## src/rtl/playtime_pkg.sv

```systemverilog
package playtime_pkg;
   typedef enum logic [1:0] {
      PM_STOP  = 2'd0,
      PM_PLAY  = 2'd1,
      PM_PAUSE = 2'd2,
      PM_SEEK  = 2'd3
   } play_mode_e;
endpackage

```

## src/rtl/pt_tick_gen.sv

```systemverilog
module pt_tick_gen #(
   parameter int TICK_DIV = 100000
) (
   input  logic clk,
   input  logic rst_n,
   output logic tick
);
   localparam int PW = (TICK_DIV > 1) ? $clog2(TICK_DIV) : 1;

   logic tick_q;
   assign tick = tick_q;

   generate
      if (TICK_DIV == 1) begin : g_every_cycle
         always_ff @(posedge clk or negedge rst_n) begin
            if (!rst_n) tick_q <= 1'b0;
            else        tick_q <= 1'b1;
         end
      end else begin : g_prescale
         logic [PW-1:0] pre_q;
         always_ff @(posedge clk or negedge rst_n) begin
            if (!rst_n) begin
               pre_q  <= '0;
               tick_q <= 1'b0;
            end else begin
               tick_q <= (pre_q == PW'(TICK_DIV - 1));
               if (pre_q == PW'(TICK_DIV - 1)) pre_q <= '0;
               else                            pre_q <= pre_q + 1'b1;
            end
         end
      end
   endgenerate
endmodule

```

## src/rtl/pt_host_port.sv

```systemverilog
module pt_host_port #(
   parameter int CNT_W  = 24,
   parameter int BYTE_W = 8,
   localparam int NBYTES = CNT_W / BYTE_W,
   localparam int IDX_W  = $clog2(NBYTES),
   localparam int LOW_W  = CNT_W - BYTE_W
) (
   input  logic              clk,
   input  logic              rst_n,
   input  logic [IDX_W-1:0]  sel,
   input  logic              rd,
   input  logic              wr,
   input  logic [BYTE_W-1:0] wdata,
   input  logic [CNT_W-1:0]  count_i,
   output logic [BYTE_W-1:0] rdata,
   output logic              commit,
   output logic [CNT_W-1:0]  commit_value,
   output logic [CNT_W-1:0]  shadow_o
);
   localparam int TOP_IDX = NBYTES - 1;

   logic [LOW_W-1:0] stage_q;
   logic [CNT_W-1:0] shadow_q;

   generate
      for (genvar b = 0; b < NBYTES - 1; b++) begin : g_stage
         always_ff @(posedge clk or negedge rst_n) begin
            if (!rst_n)
               stage_q[b*BYTE_W +: BYTE_W] <= '0;
            else if (wr && sel == IDX_W'(b))
               stage_q[b*BYTE_W +: BYTE_W] <= wdata;
         end
      end
   endgenerate

   always_ff @(posedge clk or negedge rst_n) begin
      if (!rst_n)                              shadow_q <= '0;
      else if (rd && sel == IDX_W'(0))         shadow_q <= count_i;
   end

   assign commit       = wr && (sel == IDX_W'(TOP_IDX));
   assign commit_value = {wdata, stage_q};
   assign shadow_o     = shadow_q;

   always_comb begin
      rdata = '0;
      if (sel == IDX_W'(0)) rdata = count_i[BYTE_W-1:0];
      for (int b = 1; b < NBYTES; b++) begin
         if (sel == IDX_W'(b)) rdata = shadow_q[b*BYTE_W +: BYTE_W];
      end
   end
endmodule

```

## src/rtl/pt_count_core.sv

```systemverilog
module pt_count_core
   import playtime_pkg::*;
#(
   parameter int CNT_W = 24
) (
   input  logic             clk,
   input  logic             rst_n,
   input  logic [1:0]       mode_i,
   input  logic             tick,
   input  logic             commit,
   input  logic [CNT_W-1:0] commit_value,
   input  logic             adj_load,
   input  logic [CNT_W-1:0] adj_value,
   output logic [CNT_W-1:0] count_o
);
   play_mode_e mode, prev_q;
   logic [CNT_W-1:0] count_q;
   logic start;

   assign mode    = play_mode_e'(mode_i);
   assign start   = (prev_q == PM_STOP) && (mode == PM_PLAY);
   assign count_o = count_q;

   always_ff @(posedge clk or negedge rst_n) begin
      if (!rst_n) begin
         prev_q  <= PM_STOP;
         count_q <= '0;
      end else begin
         prev_q <= mode;
         if (commit)                        count_q <= commit_value;
         else if (adj_load)                 count_q <= adj_value;
         else if (start)                    count_q <= '0;
         else if (tick && mode == PM_PLAY)  count_q <= count_q + 1'b1;
      end
   end
endmodule

```

## src/rtl/playtime_ms.sv

```systemverilog
module playtime_ms #(
   parameter int CNT_W    = 24,
   parameter int BYTE_W   = 8,
   parameter int TICK_DIV = 100000,
   localparam int NBYTES  = CNT_W / BYTE_W,
   localparam int IDX_W   = $clog2(NBYTES)
) (
   input  logic              clk,
   input  logic              rst_n,
   input  logic [1:0]        mode_i,
   input  logic [IDX_W-1:0]  host_sel,
   input  logic              host_rd,
   input  logic              host_wr,
   input  logic [BYTE_W-1:0] host_wdata,
   output logic [BYTE_W-1:0] host_rdata,
   input  logic              adj_load,
   input  logic [CNT_W-1:0]  adj_value
);
   generate
      if (CNT_W % BYTE_W != 0) begin : g_bad_width
         $error("CNT_W must be a whole number of bytes");
      end
      if (NBYTES < 2) begin : g_bad_count
         $error("at least two byte registers are required");
      end
      if (TICK_DIV < 1) begin : g_bad_div
         $error("TICK_DIV must be at least 1");
      end
   endgenerate

   logic             ms_tick;
   logic             commit;
   logic [CNT_W-1:0] commit_value;
   logic [CNT_W-1:0] count_q;
   logic [CNT_W-1:0] shadow_q;

   pt_tick_gen #(.TICK_DIV(TICK_DIV)) u_tick (
      .clk(clk), .rst_n(rst_n), .tick(ms_tick)
   );

   pt_host_port #(.CNT_W(CNT_W), .BYTE_W(BYTE_W)) u_host (
      .clk(clk), .rst_n(rst_n), .sel(host_sel), .rd(host_rd), .wr(host_wr),
      .wdata(host_wdata), .count_i(count_q), .rdata(host_rdata),
      .commit(commit), .commit_value(commit_value), .shadow_o(shadow_q)
   );

   pt_count_core #(.CNT_W(CNT_W)) u_core (
      .clk(clk), .rst_n(rst_n), .mode_i(mode_i), .tick(ms_tick),
      .commit(commit), .commit_value(commit_value),
      .adj_load(adj_load), .adj_value(adj_value), .count_o(count_q)
   );
endmodule

```

## config.mk

```make
export PLATFORM = sky130hd
export DESIGN_NAME = playtime_ms
export DESIGN_NICKNAME = d
export VERILOG_FILES = /design/src/rtl/playtime_pkg.sv /design/src/rtl/pt_tick_gen.sv /design/src/rtl/pt_host_port.sv /design/src/rtl/pt_count_core.sv /design/src/rtl/playtime_ms.sv
export SDC_FILE = /design/constraint.sdc
export NUM_CORES = 1
export LEC_CHECK = 0
export ABC_AREA = 1
export BUFFER_PORTS_ARGS = -buffer_cell sky130_fd_sc_hd__buf_2
export CAP_MARGIN = 20
export CORE_MARGIN = 1
export CORE_UTILIZATION = 45
export CTS_CLUSTER_DIAMETER = 100
export DETAILED_ROUTE_END_ITERATION = 16
export GPL_ROUTABILITY_DRIVEN = 0
export PLACE_DENSITY = 0.67
export SYNTH_ARGS = -nofsm -noshare
export SYNTH_HDL_FRONTEND = slang
export SYNTH_SLANG_ARGS = --single-unit
```

## constraint.sdc

```tcl
create_clock -name clk -period 1.46 [get_ports clk]
set_input_delay 0.219 -clock clk [delete_from_list [all_inputs] [get_ports clk]]
set_output_delay 0.219 -clock clk [all_outputs]
set_load 0.03 [all_outputs]
```

==> results.py <==
metrics = {
    "outcome": {
        "status": "finished with violations",
        "violations": "setup timing",
    },
    "sta": {
        "worst_slack_ns": -0.129,
        "setup_viol": 22,
        "rsz0062_at_grt": "yes",
        "min_period_over_period_pct": 109,
        "slew-limit-headroom_pct": 68.8,
        "fmax_mhz": 630,
        "min_period_ns": 1.59,
        "hold_slack_ns": 0.163,
        "final_hold_viol_count": 0,
        "skew_ns": 0.00993,
        "tightest_slew_ns": 0.466,
        "drv_slew": 0,
    },
    "clock_network": {
        "clk_latency_ns": 0.36,
        "root_buffer": "clkbuf_8",
        "ctsLongestPathBuffers": 2,
        "cts_tree": "built",
        "path_clk_slew_ns": 0.09,
        "clock_sinks": 76,
        "numCtsBuffers": 9,
        "htree_levels": 3,
    },
    "drt": {
        "viasPerCell": 5.20,
        "wl_per_cell_um": 14.4,
        "wl_mm": 12.9,
        "antenna_left": 0,
        "dr.pass1.iters": 7,
        "first_iter_violations": 337,
        "route.vias.total": 4656,
        "remaining_drc_errors": 0,
    },
    "worst_setup_path": {
        "cp_data_required_time_ns": 1.71,
        "endpoint_kind": "flip-flop",
        "start_kind": "flip-flop",
        "path_class": "flip-flop to flip-flop",
        "critPathMaxFanout": 6,
        "cp.arrival_ns": 1.84,
        "reg2reg_slack_ns": -0.13,
    },
    "floorplanning": {
        "die_area_um2": 10300,
        "ios": 49,
        "std_cell_rows": 35,
        "die_x_um": 101,
        "dieHeight_um": 101,
        "core_area_um2": 9420,
        "initial_utilization_pct": 47.2,
    },
    "place": {
        "detailed_place.area_um2": 5230,
        "port_buffers": 48,
        "dp_hpwl_mm": 9.44,
    },
    "finish": {
        "seqCellArea_um2": 1900,
        "antenna_cells": 0,
        "drive_above_1_share_pct": 26.9,
        "syn_to_final_growth_pct": 32.5,
        "utilization_pct": 62.5,
        "final_cell_mix": "207 x nand2_1, 75 x dfrtp_1, 71 x inv_1",
        "nNetsFinal": 805,
        "final_common_cell": "nand2_1",
        "fin_area_um2": 5880,
        "multiInputGateArea_um2": 2390,
        "n_fill_cell": 829,
    },
    "global_routing": {
        "antenna_found_initial": 0,
        "first_global_vias": 4388,
        "groute.usage.overall_pct": 26.5,
        "grt_pass1_wl_mm": 20.8,
        "globalRouteOverflowTotal": 0,
        "grt_max_degree": 77,
    },
    "pwr": {
        "pwr_density_cell_nw_per_um2": 999,
        "leakage_nw": 3.05,
        "irDropWorstVdd_uv": 510,
    },
    "synthesis": {
        "synthArstFlopShare_pct": 100,
        "ys_seq_area_share_pct": 42.8,
        "syn_nets": 690,
        "post_synth_instance_area_um2": 4440,
        "ys.flop_type": "dfrtp_1",
        "yosysUniqueCellTypes": 29,
        "synth_seq_cells": 76,
        "yosysWarnings": 0,
        "synth_cells": 647,
        "syn_area_per_cell_um2": 6.87,
        "synth-edff-count": 0,
    },
    "run": {
        "max-cap-violations": 0,
    },
    "worst_hold_path": {
        "hp-class": "input pin to flip-flop",
    },
}
[worst max-delay path, cell delays in order (launching register included)]
cell     delay [ns]
dfrtp_1        0.39
ha_2           0.20
nand2_2        0.08
nor2_4         0.20
nand2_2        0.13
nor2_2         0.16
nand3_1        0.08
nand3_1        0.08
nand2_1        0.05
nand2_1        0.06
nand2_1        0.04
[registers in the layout (all words and copies together) (netlist names)]
name	flops
u_core.prev_q	2
u_tick.g_prescale.pre_q	17
u_host.shadow_o	16
u_tick.tick	1
u_core.count_o	24
u_host.commit_value	16
[report_power, final]
part / switching (mW) / internal (mW) / total, mW
clock network: 0.849 / 1.02 / 1.87
registers: 0.233 / 2.37 / 2.61
logic: 0.796 / 0.602 / 1.40
[synth_stat cells (2+ instances only)]
cell | count | area [um2]
buf_6 | 2 | 22.5
inv_1 | 74 | 278
nor3_1 | 7 | 35.0
nor2_2 | 4 | 25.0
o21ai_0 | 47 | 235
nand4_1 | 12 | 75.1
o211ai_1 | 3 | 22.5
nand2_2 | 4 | 25.0
ha_1 | 2 | 25.0
nor2_4 | 4 | 45.0
nand2_1 | 223 | 837
nand3_1 | 65 | 325
a21oi_1 | 12 | 60.1
dfrtp_1 | 76 | 1900
nor2_1 | 72 | 270
inv_2 | 2 | 7.51
buf_2 | 7 | 35.0
nor4_1 | 4 | 25.0
buf_4 | 2 | 15.0
clkbuf_1 | 7 | 26.3
xor2_1 | 10 | 87.6
[final cells by class]
class / count / area share [%]
flip-flops and latches: 76 / 32.3
multi-input cells: 476 / 40.6
clock buffers: 10 / 2.34
clock inverters: 6 / 1.59
well taps: 129 / 2.74
repair buffers: 123 / 15.5
inverters: 76 / 4.89
[stage by stage]
| step | instances | worst slack, ns | setup TNS [ns] | total power, mW |
|---|---|---|---|---|
| after floorplan | 647 | 0.0137 | 0 | 3.27 |
| after global placement | 867 | -0.113 | -0.515 | 3.81 |
| after detailed placement | 867 | -0.167 | -1.60 | 3.84 |
| after CTS | 892 | -0.115 | -0.890 | 5.81 |
| after global routing | 896 | -0.229 | -4.03 | 6.20 |
| final | 896 | -0.129 | -1.35 | 5.88 |
[repair_timing]
| action | CTS | global route |
|---|---|---|
| endpoints found under the hold margin | 78 | 0 |
| hold buffers | 3 | 0 |
| setup endpoints to repair | 34 | 40 |
| buffers inserted | 6 | 4 |
| gates resized for setup | 42 | 54 |
| pin swaps | 11 | 21 |
[routing by layer]
metal / global-route usage (%) / wire length [um] / vias to the layer above
met3: 3.66 / 854 / 31
met2: 42.5 / 6030 / 165
li1: - / - / 2280
met4: 11.4 / 335 / 0
met5: 0 / 0 / -
met1: 36.1 / 5670 / 2180
[path summary, 6_finish.rpt]
path,start,endpoint,cells after the start
hold reg to reg,u_host.shadow_o[22],u_host.shadow_o[22],2
max in group asynchronous,rst_n,u_core.count_o[15],3
setup / recovery,u_core.count_o[1],u_core.count_o[20],10
min in group asynchronous,rst_n,u_core.count_o[2],3
setup reg to reg,u_core.count_o[1],u_core.count_o[20],10
hold / removal,adj_value[4],u_core.count_o[4],5
[cell families (layout without fill, tap and decap cells)]
| group | after synthesis | after routing | share of synthesized area [%] |
|---|---|---|---|
| xor+xnor | 11 | 11 | 2.17 |
| fa+ha+maj | 2 | 2 | 0.563 |
| compound gates | 65 | 65 | 7.58 |
| flops | 76 | 76 | 42.8 |
| simple gates | 398 | 398 | 38.1 |
| buf+inv | 95 | 215 | 8.73 |
Power figures use the tool's default switching activity.
